<file path="src/rtl/dram_pkg.sv">
package dram_pkg;

  typedef enum logic [2:0] {
    ST_IDLE,
    ST_RAS,
    ST_COLSET,
    ST_CAS,
    ST_OPEN,
    ST_PRE,
    ST_RFCAS,
    ST_RFRAS
  } dstate_t;

  function automatic logic in_col_phase(dstate_t s);
    return (s == ST_COLSET) || (s == ST_CAS);
  endfunction

  function automatic logic row_strobe_low(dstate_t s);
    return (s == ST_RAS) || (s == ST_COLSET) || (s == ST_CAS) ||
           (s == ST_OPEN) || (s == ST_RFRAS);
  endfunction

  function automatic logic col_strobe_low(dstate_t s);
    return (s == ST_CAS) || (s == ST_RFCAS) || (s == ST_RFRAS);
  endfunction

endpackage

</file>
<file path="src/rtl/dram_refresh_timer.sv">
module dram_refresh_timer #(
  parameter int PERIOD = 256
) (
  input  logic clk,
  input  logic rst_n,
  input  logic ack,
  output logic pend
);
  localparam int CW = (PERIOD > 2) ? $clog2(PERIOD) : 1;

  logic [CW-1:0] tick_cnt;
  logic          tick;

  assign tick = (tick_cnt == CW'(PERIOD - 1));

  always_ff @(posedge clk) begin
    if (!rst_n) begin
      tick_cnt <= '0;
      pend     <= 1'b0;
    end else begin
      tick_cnt <= tick ? '0 : tick_cnt + 1'b1;
      if (tick)
        pend <= 1'b1;
      else if (ack)
        pend <= 1'b0;
    end
  end

  // a raised refresh request stays up until it is served
  p_pend_sticky_r8: assert property (@(posedge clk) disable iff (!rst_n)
    (pend && !ack) |=> pend);

  // the controller only acknowledges a refresh that is pending
  p_ack_needs_pend_r9: assert property (@(posedge clk) disable iff (!rst_n)
    ack |-> pend);

endmodule

</file>
<file path="src/rtl/dram_open_row.sv">
module dram_open_row #(
  parameter int ROW_W = 8
) (
  input  logic             clk,
  input  logic             rst_n,
  input  logic             load,
  input  logic [ROW_W-1:0] load_row,
  input  logic             close,
  input  logic [ROW_W-1:0] req_row,
  output logic [ROW_W-1:0] open_row,
  output logic             row_valid,
  output logic             hit
);
  always_ff @(posedge clk) begin
    if (!rst_n) begin
      open_row  <= '0;
      row_valid <= 1'b0;
    end else if (load) begin
      open_row  <= load_row;
      row_valid <= 1'b1;
    end else if (close) begin
      row_valid <= 1'b0;
    end
  end

  assign hit = row_valid && (req_row == open_row);

  // a row is never opened and closed in the same cycle
  p_load_close_excl_r5: assert property (@(posedge clk) disable iff (!rst_n)
    !(load && close));

endmodule

</file>
<file path="src/rtl/dram_page_ctrl.sv">
module dram_page_ctrl
  import dram_pkg::*;
#(
  parameter int ROW_W      = 8,
  parameter int COL_W      = 8,
  parameter int DATA_W     = 16,
  parameter int T_RCD      = 2,
  parameter int T_CAS      = 2,
  parameter int T_RP       = 3,
  parameter int REF_PERIOD = 256
) (
  input  logic                                     clk,
  input  logic                                     rst_n,
  input  logic                                     req_valid,
  input  logic                                     req_write,
  input  logic [ROW_W+COL_W-1:0]                   req_addr,
  input  logic [DATA_W-1:0]                        req_wdata,
  output logic                                     req_ready,
  output logic                                     rd_valid,
  output logic [DATA_W-1:0]                        rd_data,
  output logic [((ROW_W > COL_W) ? ROW_W : COL_W)-1:0] dram_addr,
  output logic                                     dram_ras_n,
  output logic                                     dram_cas_n,
  output logic                                     dram_we_n,
  output logic [DATA_W-1:0]                        dram_dq_out,
  output logic                                     dram_dq_oe,
  input  logic [DATA_W-1:0]                        dram_dq_in
);
  localparam int AW   = ROW_W + COL_W;
  localparam int MW   = (ROW_W > COL_W) ? ROW_W : COL_W;
  localparam int TMX1 = (T_RCD > T_CAS) ? T_RCD : T_CAS;
  localparam int TMAX = (TMX1 > T_RP) ? TMX1 : T_RP;
  localparam int CW   = $clog2(TMAX + 1);

  function automatic logic [ROW_W-1:0] row_of(logic [AW-1:0] a);
    return a[AW-1:COL_W];
  endfunction

  function automatic logic [COL_W-1:0] col_of(logic [AW-1:0] a);
    return a[COL_W-1:0];
  endfunction

  dstate_t           state, next_state;
  logic [CW-1:0]     cnt, next_cnt;
  logic [AW-1:0]     acc_addr;
  logic              acc_we;
  logic [DATA_W-1:0] acc_wdata;
  logic              acc_miss;

  logic              ref_pend;
  logic              ref_ack;
  logic              accept;
  logic              cnt_done;
  logic              row_load;
  logic              row_close;
  logic [ROW_W-1:0]  load_row;
  logic [ROW_W-1:0]  open_row;
  logic              row_valid;
  logic              page_hit;
  logic              rd_capture;

  dram_refresh_timer #(.PERIOD(REF_PERIOD)) u_timer (
    .clk   (clk),
    .rst_n (rst_n),
    .ack   (ref_ack),
    .pend  (ref_pend)
  );

  assign req_ready = ((state == ST_IDLE) || (state == ST_OPEN)) && !ref_pend;
  assign accept    = req_valid && req_ready;
  assign cnt_done  = (cnt == '0);

  always_comb begin
    next_state = state;
    next_cnt   = cnt;
    ref_ack    = 1'b0;
    case (state)
      ST_IDLE: begin
        if (ref_pend) begin
          next_state = ST_RFCAS;
          next_cnt   = '0;
          ref_ack    = 1'b1;
        end else if (accept) begin
          next_state = ST_RAS;
          next_cnt   = CW'(T_RCD - 2);
        end
      end
      ST_RAS: begin
        if (cnt_done) next_state = ST_COLSET;
        else          next_cnt   = cnt - 1'b1;
      end
      ST_COLSET: begin
        next_state = ST_CAS;
        next_cnt   = CW'(T_CAS - 1);
      end
      ST_CAS: begin
        if (cnt_done) next_state = ST_OPEN;
        else          next_cnt   = cnt - 1'b1;
      end
      ST_OPEN: begin
        if (ref_pend || (accept && !page_hit)) begin
          next_state = ST_PRE;
          next_cnt   = CW'(T_RP - 1);
        end else if (accept) begin
          next_state = ST_COLSET;
        end
      end
      ST_PRE: begin
        if (!cnt_done) begin
          next_cnt = cnt - 1'b1;
        end else if (ref_pend) begin
          next_state = ST_RFCAS;
          next_cnt   = '0;
          ref_ack    = 1'b1;
        end else if (acc_miss) begin
          next_state = ST_RAS;
          next_cnt   = CW'(T_RCD - 2);
        end else begin
          next_state = ST_IDLE;
        end
      end
      ST_RFCAS: begin
        next_state = ST_RFRAS;
        next_cnt   = CW'(T_CAS - 1);
      end
      ST_RFRAS: begin
        if (cnt_done) begin
          next_state = ST_PRE;
          next_cnt   = CW'(T_RP - 1);
        end else begin
          next_cnt = cnt - 1'b1;
        end
      end
      default: next_state = ST_IDLE;
    endcase
  end

  // Row tracking events
  assign row_load  = (next_state == ST_RAS) && (state != ST_RAS);
  assign row_close = (next_state == ST_PRE) && (state != ST_PRE);
  assign load_row  = accept ? row_of(req_addr) : row_of(acc_addr);

  dram_open_row #(.ROW_W(ROW_W)) u_row (
    .clk       (clk),
    .rst_n     (rst_n),
    .load      (row_load),
    .load_row  (load_row),
    .close     (row_close),
    .req_row   (row_of(req_addr)),
    .open_row  (open_row),
    .row_valid (row_valid),
    .hit       (page_hit)
  );

  assign rd_capture = (state == ST_CAS) && cnt_done && !acc_we;

  always_ff @(posedge clk) begin
    if (!rst_n) begin
      state     <= ST_IDLE;
      cnt       <= '0;
      acc_addr  <= '0;
      acc_we    <= 1'b0;
      acc_wdata <= '0;
      acc_miss  <= 1'b0;
      rd_valid  <= 1'b0;
      rd_data   <= '0;
    end else begin
      state <= next_state;
      cnt   <= next_cnt;
      if (accept) begin
        acc_addr  <= req_addr;
        acc_we    <= req_write;
        acc_wdata <= req_wdata;
      end
      if (accept && (state == ST_OPEN) && !page_hit)
        acc_miss <= 1'b1;
      else if (row_load)
        acc_miss <= 1'b0;
      rd_valid <= rd_capture;
      if (rd_capture)
        rd_data <= dram_dq_in;
    end
  end

  // DRAM pins decoded from the state register
  always_comb begin
    dram_addr = '0;
    if (state == ST_RAS || state == ST_OPEN)
      dram_addr = MW'(open_row);
    else if (in_col_phase(state))
      dram_addr = MW'(col_of(acc_addr));
  end

  assign dram_ras_n  = !row_strobe_low(state);
  assign dram_cas_n  = !col_strobe_low(state);
  assign dram_we_n   = !(acc_we && in_col_phase(state));
  assign dram_dq_oe  = acc_we && in_col_phase(state);
  assign dram_dq_out = acc_wdata;

  // Precharge run length observed on the row strobe, used by the checks
  logic [CW-1:0] ras_hi_run;
  always_ff @(posedge clk) begin
    if (!rst_n)
      ras_hi_run <= CW'(T_RP);
    else if (!dram_ras_n)
      ras_hi_run <= '0;
    else if (ras_hi_run != CW'(T_RP))
      ras_hi_run <= ras_hi_run + 1'b1;
  end

  // the row strobe only falls after a full precharge
  p_precharge_r5: assert property (@(posedge clk) disable iff (!rst_n)
    $fell(dram_ras_n) |-> (ras_hi_run == CW'(T_RP)));

  // write enable leads the column strobe of a write
  p_we_leads_cas_r6: assert property (@(posedge clk) disable iff (!rst_n)
    (!dram_ras_n && $fell(dram_cas_n) && !dram_we_n) |-> $past(!dram_we_n));

  // read valid is a single-cycle pulse
  p_rd_pulse_r7: assert property (@(posedge clk) disable iff (!rst_n)
    rd_valid |=> !rd_valid);

  // a column strobe that falls with the row closed is followed by the row strobe
  p_cbr_order_r8: assert property (@(posedge clk) disable iff (!rst_n)
    ($fell(dram_cas_n) && dram_ras_n) |=> (!dram_ras_n && !dram_cas_n && dram_we_n));

  // no request is taken while a refresh waits
  p_ready_yields_r9: assert property (@(posedge clk) disable iff (!rst_n)
    req_ready |-> !ref_pend);

  // a page hit keeps the row strobe low
  p_hit_keeps_row_r4: assert property (@(posedge clk) disable iff (!rst_n)
    (accept && state == ST_OPEN && page_hit) |=> (!dram_ras_n && row_valid));

endmodule

</file>
<file path="config.mk">
export PLATFORM = sky130hd
export DESIGN_NAME = dram_page_ctrl
export DESIGN_NICKNAME = d
export VERILOG_FILES = /design/src/rtl/dram_pkg.sv /design/src/rtl/dram_refresh_timer.sv /design/src/rtl/dram_open_row.sv /design/src/rtl/dram_page_ctrl.sv
export SDC_FILE = /design/constraint.sdc
export NUM_CORES = 1
export LEC_CHECK = 0
export BUFFER_PORTS_ARGS = -buffer_cell sky130_fd_sc_hd__buf_4
export CAP_MARGIN = 0
export CORE_ASPECT_RATIO = 1.75
export CORE_MARGIN = 4
export CORE_UTILIZATION = 48
export CTS_BUF_LIST = sky130_fd_sc_hd__clkbuf_4
export DETAILED_ROUTE_END_ITERATION = 8
export PLACE_DENSITY = 0.88
export SYNTH_ARGS = -nofsm -noshare
export SYNTH_HDL_FRONTEND = slang
export SYNTH_SLANG_ARGS = --single-unit
</file>
<file path="constraint.sdc">
create_clock -name clk -period 1.85 [get_ports clk]
set_input_delay 0.185 -clock clk [delete_from_list [all_inputs] [get_ports clk]]
set_output_delay 0.185 -clock clk [all_outputs]
set_load 0.01 [all_outputs]
</file>
Yosys cells after proc, flatten, opt, wreduce, memory -nomap -nowiden
Index checks and enable logic that the tools add are counted.
{ "totals": {"regBits": 74, "input_bits": 52, "output_inout_bits": 46, "wordCells": 100} }
{ "classes": {"addsub": 2, "n_eq_ne": 17, "muxes": 32, "n_bitwise": 1, "reduce_logical": 36} }
{ "op_table": {"columns": ["op", "count"], "rows": [
  ["$mux W3", 9],
  ["$mux W8", 3],
  ["$pmux W3 S8", 1],
  ["$mux W2", 8],
  ["$eq A3 B3 Y1 const B", 5],
  ["$pmux W2 S6", 1],
  ["$logic_and A1 B1 Y1", 11],
  ["$logic_or A1 B1 Y1", 10],
  ["$mux W1", 9],
  ["$add A8 B1 Y8 const B", 1],
  ["$eq A8 B8 Y1", 1],
  ["$eq A8 B8 Y1 const B", 1],
  ["$eq A3 B1 Y1 const B", 2],
  ["$eq A3 B2 Y1 const B", 2],
  ["$logic_not A1 Y1", 6],
  ["$reduce_bool A2 Y1", 3],
  ["$reduce_or A2 Y1", 3],
  ["$ne A4 B3 Y1 const B", 1],
  ["$reduce_and A4 Y1", 1],
  ["$logic_not A3 Y1", 1],
  ["$ne A3 B1 Y1 const B", 1],
  ["$ne A3 B2 Y1 const B", 1],
  ["$ne A3 B3 Y1 const B", 1],
  ["$logic_not A2 Y1", 1],
  ["5 further kinds", 5]
]} }

Longest topological paths before layout
{ "depth": {"word_depth": 12, "mapped_depth": 10, "depth_no_buf": 7} }

Modules after synthesis
Synthesis repeated with hierarchy kept, for this count alone.
{ "unflattened": {"cells_unflattened": 431, "hier_area_um2": 3365.7} }
{ "modules_own_cells": {"columns": ["mod", "n_inst", "cells_each", "area_each_um2", "seq_area_each_um2"], "rows": [
  ["dram_page_ctrl", 1, 350, 2572.5, 1121.1],
  ["dram_open_row", 1, 40, 430.4, 180.2],
  ["dram_refresh_timer", 1, 41, 362.8, 180.2]
]} }

Least setup slack after synthesis
OpenSTA, ideal clock, no wires.
{ "synth_path": {"path_type": "register to register", "startpoint": "register cnt[0]", "endpoint": "register u_row.open_row[0]", "setup_time_ns": 0.121, "arrival_time_ns": 1.629, "required_time_ns": 1.729, "path_slack_ns": 0.100, "path_stages_with_launch": 8, "path_buffers": 1, "period_less_slack_ns": 1.750, "path_cell_list": "dfxtp_1 inv_1 ha_1 and2_1 buf_4 a21oi_2 o221ai_4 mux2_4"} }
{ "synth_between": {"elab_chain_cells": 5, "elab_cells_between_ends": 8, "classes_between": "1 x eq/ne; 5 x mux; 2 x reduce/logical"} }
{ "synth_rtl": {"columns": ["item", "line", "text"], "rows": [
  ["from (decl)", "dram_page_ctrl.sv:44", "logic [CW-1:0] cnt, next_cnt;"],
  ["from (signal assigned)", "dram_page_ctrl.sv:169", "cnt <= next_cnt;"],
  ["$logic_not A2 Y1 (*)", "dram_page_ctrl.sv:71", "assign cnt_done = (cnt == '0);"],
  ["$mux W3, on equally long branches", null, null],
  ["$pmux W3 S8 (*)", "dram_page_ctrl.sv:77", "case (state)"],
  ["$eq A3 B1 Y1 (*)", "dram_page_ctrl.sv:139", "assign row_load = (next_state == ST_RAS) && (state != ST_RAS);"],
  ["$logic_and A1 B1 Y1 (*)", "dram_page_ctrl.sv:139", null],
  ["to (signal assigned)", "dram_open_row.sv:19", "open_row <= load_row;"],
  ["to (decl)", "dram_open_row.sv:10", "output logic [ROW_W-1:0] open_row,"]
]} }
Every way passes the cells marked *; elsewhere a longest branch is shown, timed or not.
A chain may end at the register's enable or synchronous reset.

Worst setup path after layout
{ "layout_path": {"startpoint": "register state[1]", "endpoint": "output port dram_addr[4] (netlist name)"} }
{ "layout_between": {"elab_chain_cells": 4, "elab_cells_between_ends": 8, "classes_between": "4 x eq/ne; 2 x mux; 2 x reduce/logical"} }
{ "layout_rtl": {"columns": ["item", "line", "text"], "rows": [
  ["from (decl)", "dram_page_ctrl.sv:43", "dstate_t state, next_state;"],
  ["from (signal assigned)", "dram_page_ctrl.sv:168", "state <= next_state;"],
  ["$eq A3 B2 Y1", "dram_pkg.sv:15", "return (s == ST_COLSET) || (s == ST_CAS);"],
  ["$logic_or A1 B1 Y1", "dram_pkg.sv:15", null],
  ["$mux W8", "dram_page_ctrl.sv:190", "else if (in_col_phase(state))"],
  ["$mux W8 (*)", "dram_page_ctrl.sv:188", "if (state == ST_RAS || state == ST_OPEN)"],
  ["to (decl)", "dram_page_ctrl.sv:21", "output logic [((ROW_W > COL_W) ? ROW_W : COL_W)-1:0] dram_addr,"]
]} }
Marked as above.

==> impl_metrics.toml <==
[floorplan]
fp.dieH_um = 116.5
rows = 39
die_w_um = 70.02
pin_count = 98
dieArea_mm2 = 0.008159
fp.coreArea_mm2 = 0.006539
initial_utilization_pct = 49.41

[cts]
clock_latency_ns = 0.44
clock_path_buffers = 2
clk_pin_slew_ns = 0.12
cts-buffers-inserted = 9
cts_tree = "built"
h-tree-depth = 3
root_buffer = "clkbuf_4"
clock-sinks = 74

[grt]
use_met2_pct = 43.21
grt.overflow.total = 0
grt_max_degree = 35
grtUsageMet1_pct = 22.93
grt_pass1_vias = 3159
met3_usage_pct = 3.704
grt_busiest_layer = "met2"
grt_pass1_wl_um = 14440
antenna_found_initial = 1
grt_usage_pct = 22.70

[setup_path]
reg2reg_slack_ns = 0.10
crit_buf_inv = 2
crit_top_cell = "buf_4"
required_ns = 1.66
start_kind = "flip-flop"
cp_cell_sequence = "nor2b_1, buf_4, a22o_1, buf_4"
critPathMaxStageDelay_ns = 0.45
slowest_stage = "dfxtp_2"
worstSetupPathDepth = 4
crit-reg2reg-launch = "cnt[0]"
r2r_cells = 7
r2r_end = "u_row.open_row[6]"
cp.arrival_ns = 1.58
critical-path-top-delay-family = "flip-flops"
critPathKind = "reg -> out"
path_max_fanout = 10
cp-end-kind = "primary output"

[sta]
period_minus_slack_ns = 1.767
worst_pin_slew_ns = 0.5673
max_freq_mhz = 566.1
grt_setup_unrepaired = "no"
slew-limit-headroom_pct = 61.68
timing.final.crit_share_pct = 95.49
maxSlewViolCount = 0
hold_viol = 0
whs_ns = 0.01687
fin_tns_setup_ns = 0
clock-skew-final_ns = 0.01400
setup_viol = 0

[finish]
fillers = 504
layout-drive-gt1-share_pct = 31.02
final_nets = 583
area_growth_pct = 44.89

[yosys]
ys_seq_elements = 74
synth.net_count = 439
synth_area_mm2 = 0.003231
ys_warn_count = 0
synth_area_per_cell_um2 = 8.435
ys_seq_area_share_pct = 45.86
synthCells = 383
synth.distinct_cells = 43

[detailed_routing]
drt_first_pass_iters = 4
drtIter0Drc = 141
drc = 0
ant_nets = 0
wire_per_inst_um = 14.93
vias = 3197
avgViaCountPerCell = 5.182
wl_um = 9211

[power]
ir_drop_v = 0.0009787
leakagePower_nw = 1.972
p_per_area_mw_per_mm2 = 1006

[worst_hold_path]
min_delay_path_depth = 3
hold_start = "req_addr[8]"
hp-class = "in -> reg"
whs_endpoint = "acc_addr[8]"

[run_status]
status = "finished, final reports clean"

[place]
globalplace.congestion = 0.8548
port_buffers = 97
dpl.hpwl_um = 6112

[run]
cap_violations = 0
-- cells in the final DEF (no fill, tap or decap), types with 4 or more instances in the layout --
cell / count
a22o_1: 8
and2_1: 8
dfxtp_1: 70
mux2_4: 8
dlygate4sd3_1: 41
clkbuf_4: 10
xnor2_1: 12
ha_1: 4
and3_1: 4
o21ai_0: 7
nand2_1: 109
nand3_1: 6
a21oi_2: 6
nor2_1: 15
buf_4: 113
a21oi_1: 53
-- state kept, by name, indices dropped and copies added, names as in the netlist --
name and flops:
u_timer.tick_cnt 8, u_row.row_valid 1, cnt 2, rd_valid 1
acc_addr 16, rd_data 16, acc_we 1, u_row.open_row 8
dram_dq_out 16, acc_miss 1, u_timer.pend 1, state 3
-- metal layers --
layer  wire length, um  vias up
met4               289        0
met2              5220       83
met3               373       25
li1                  -     1570
met1              3328     1519
met5                 0        -
-- kinds of logic (layout without fill, tap and decap cells) --
family | Yosys count | after routing | share of synthesized area [%]
adders and majority gates | 4 | 4 | 1.549
muxes | 8 | 8 | 3.718
xor gates and xnor gates | 16 | 16 | 4.338
AOI/OAI and AO/OA | 85 | 85 | 16.19
and+or+nand+nor | 167 | 167 | 23.43
DFF | 74 | 74 | 45.86
other | 0 | 3 | 0
buffers and inverters | 29 | 178 | 4.918
-- synth_stat cells, drive strengths merged --
master  instances  area share, %
o211ai          1           0.23
nor2b           1           0.19
and4            1           0.27
o41ai           1           0.27
ha              4            1.5
o31ai           2           0.46
nand3b          2           0.46
and3            4           0.77
a21oi          59            9.8
or3             2           0.39
nor4            2           0.85
a22o            8            2.2
o21ai           9            1.4
xnor2          13            3.5
o21a            1           0.23
nor3            4           0.93
dfxtp          74             46
a21bo           1           0.31
nor2           17            2.1
o22ai           1           0.19
nand3           6           0.93
nand2         112             13
clkbuf          9            1.0
or2             1           0.19
buf            15            3.3
nand4           3           0.58
and2            9            1.7
xor2            3           0.81
mux2            8            3.7
o221ai          1           0.81
o22a            1           0.27
nand2b          3           0.81
inv             5           0.58
-- layout make-up --
type                       instances  area, um^2  share of cell area, %
sequential                        74        1491                  31.86
timing repair buffer             157        1319                  28.17
tap                               82       102.6                  2.192
multi-input combinational        280        1609                  34.38
antenna                            3       7.507                 0.1604
clock buffer                      10       75.07                  1.604
inverter                           5       18.77                 0.4010
clock inverter                     6       57.56                  1.230
-- worst max-delay path by stage --
stage	startpoint	to	slack, ns
floorplan	cnt[0]	u_row.open_row[0]	0.10
global placement	state[0]	u_row.open_row[6]	0.12
detailed placement	cnt[0]	rd_data[2]	0.02
CTS	state[0]	dram_addr[4]	0.02
global route	state[2]	dram_addr[4]	0.002
finish	state[1]	dram_addr[4]	0.08
-- through the flow --
step	utilization, %	setup slack [ns]	instance area, um^2	power, W	std cells
2_1_floorplan	-	0.1000	3231	0.002981	383
3_3_place_gp	62.59	0.1234	4093	0.003548	555
3_5_place_dp	62.59	0.01921	4093	0.003601	555
4_1_cts	71.26	0.01590	4659	0.004687	614
5_1_grt	71.51	0.001773	4676	0.004972	615
6_report	71.58	0.08343	4681	0.004711	617
-- worst min-delay path: cells and delay by family --
| kind | cells | cell delay (ns) |
|---|---|---|
| buffers and inverters | 1 | 0.12 |
| and+or+nand+nor | 1 | 0.06 |
| AOI/OAI and AO/OA | 1 | 0.05 |
-- report_power, final --
group / internal, W / switching [W] / total (W)
combinational: 0.000867 / 0.000871 / 0.00174
sequential: 0.00180 / 0.000185 / 0.00199
clock: 0.000418 / 0.000569 / 0.000987
-- what timing repair did --
item | CTS | global route
pin swaps | 1 | 1
setup buffers | 2 | 0
hold buffers | 41 | 0
endpoints found under the setup margin | 10 | 18
hold endpoints to repair | 41 | 0
gates resized for setup | 6 | 4
Note: power is estimated with default switching activity, not from simulation.
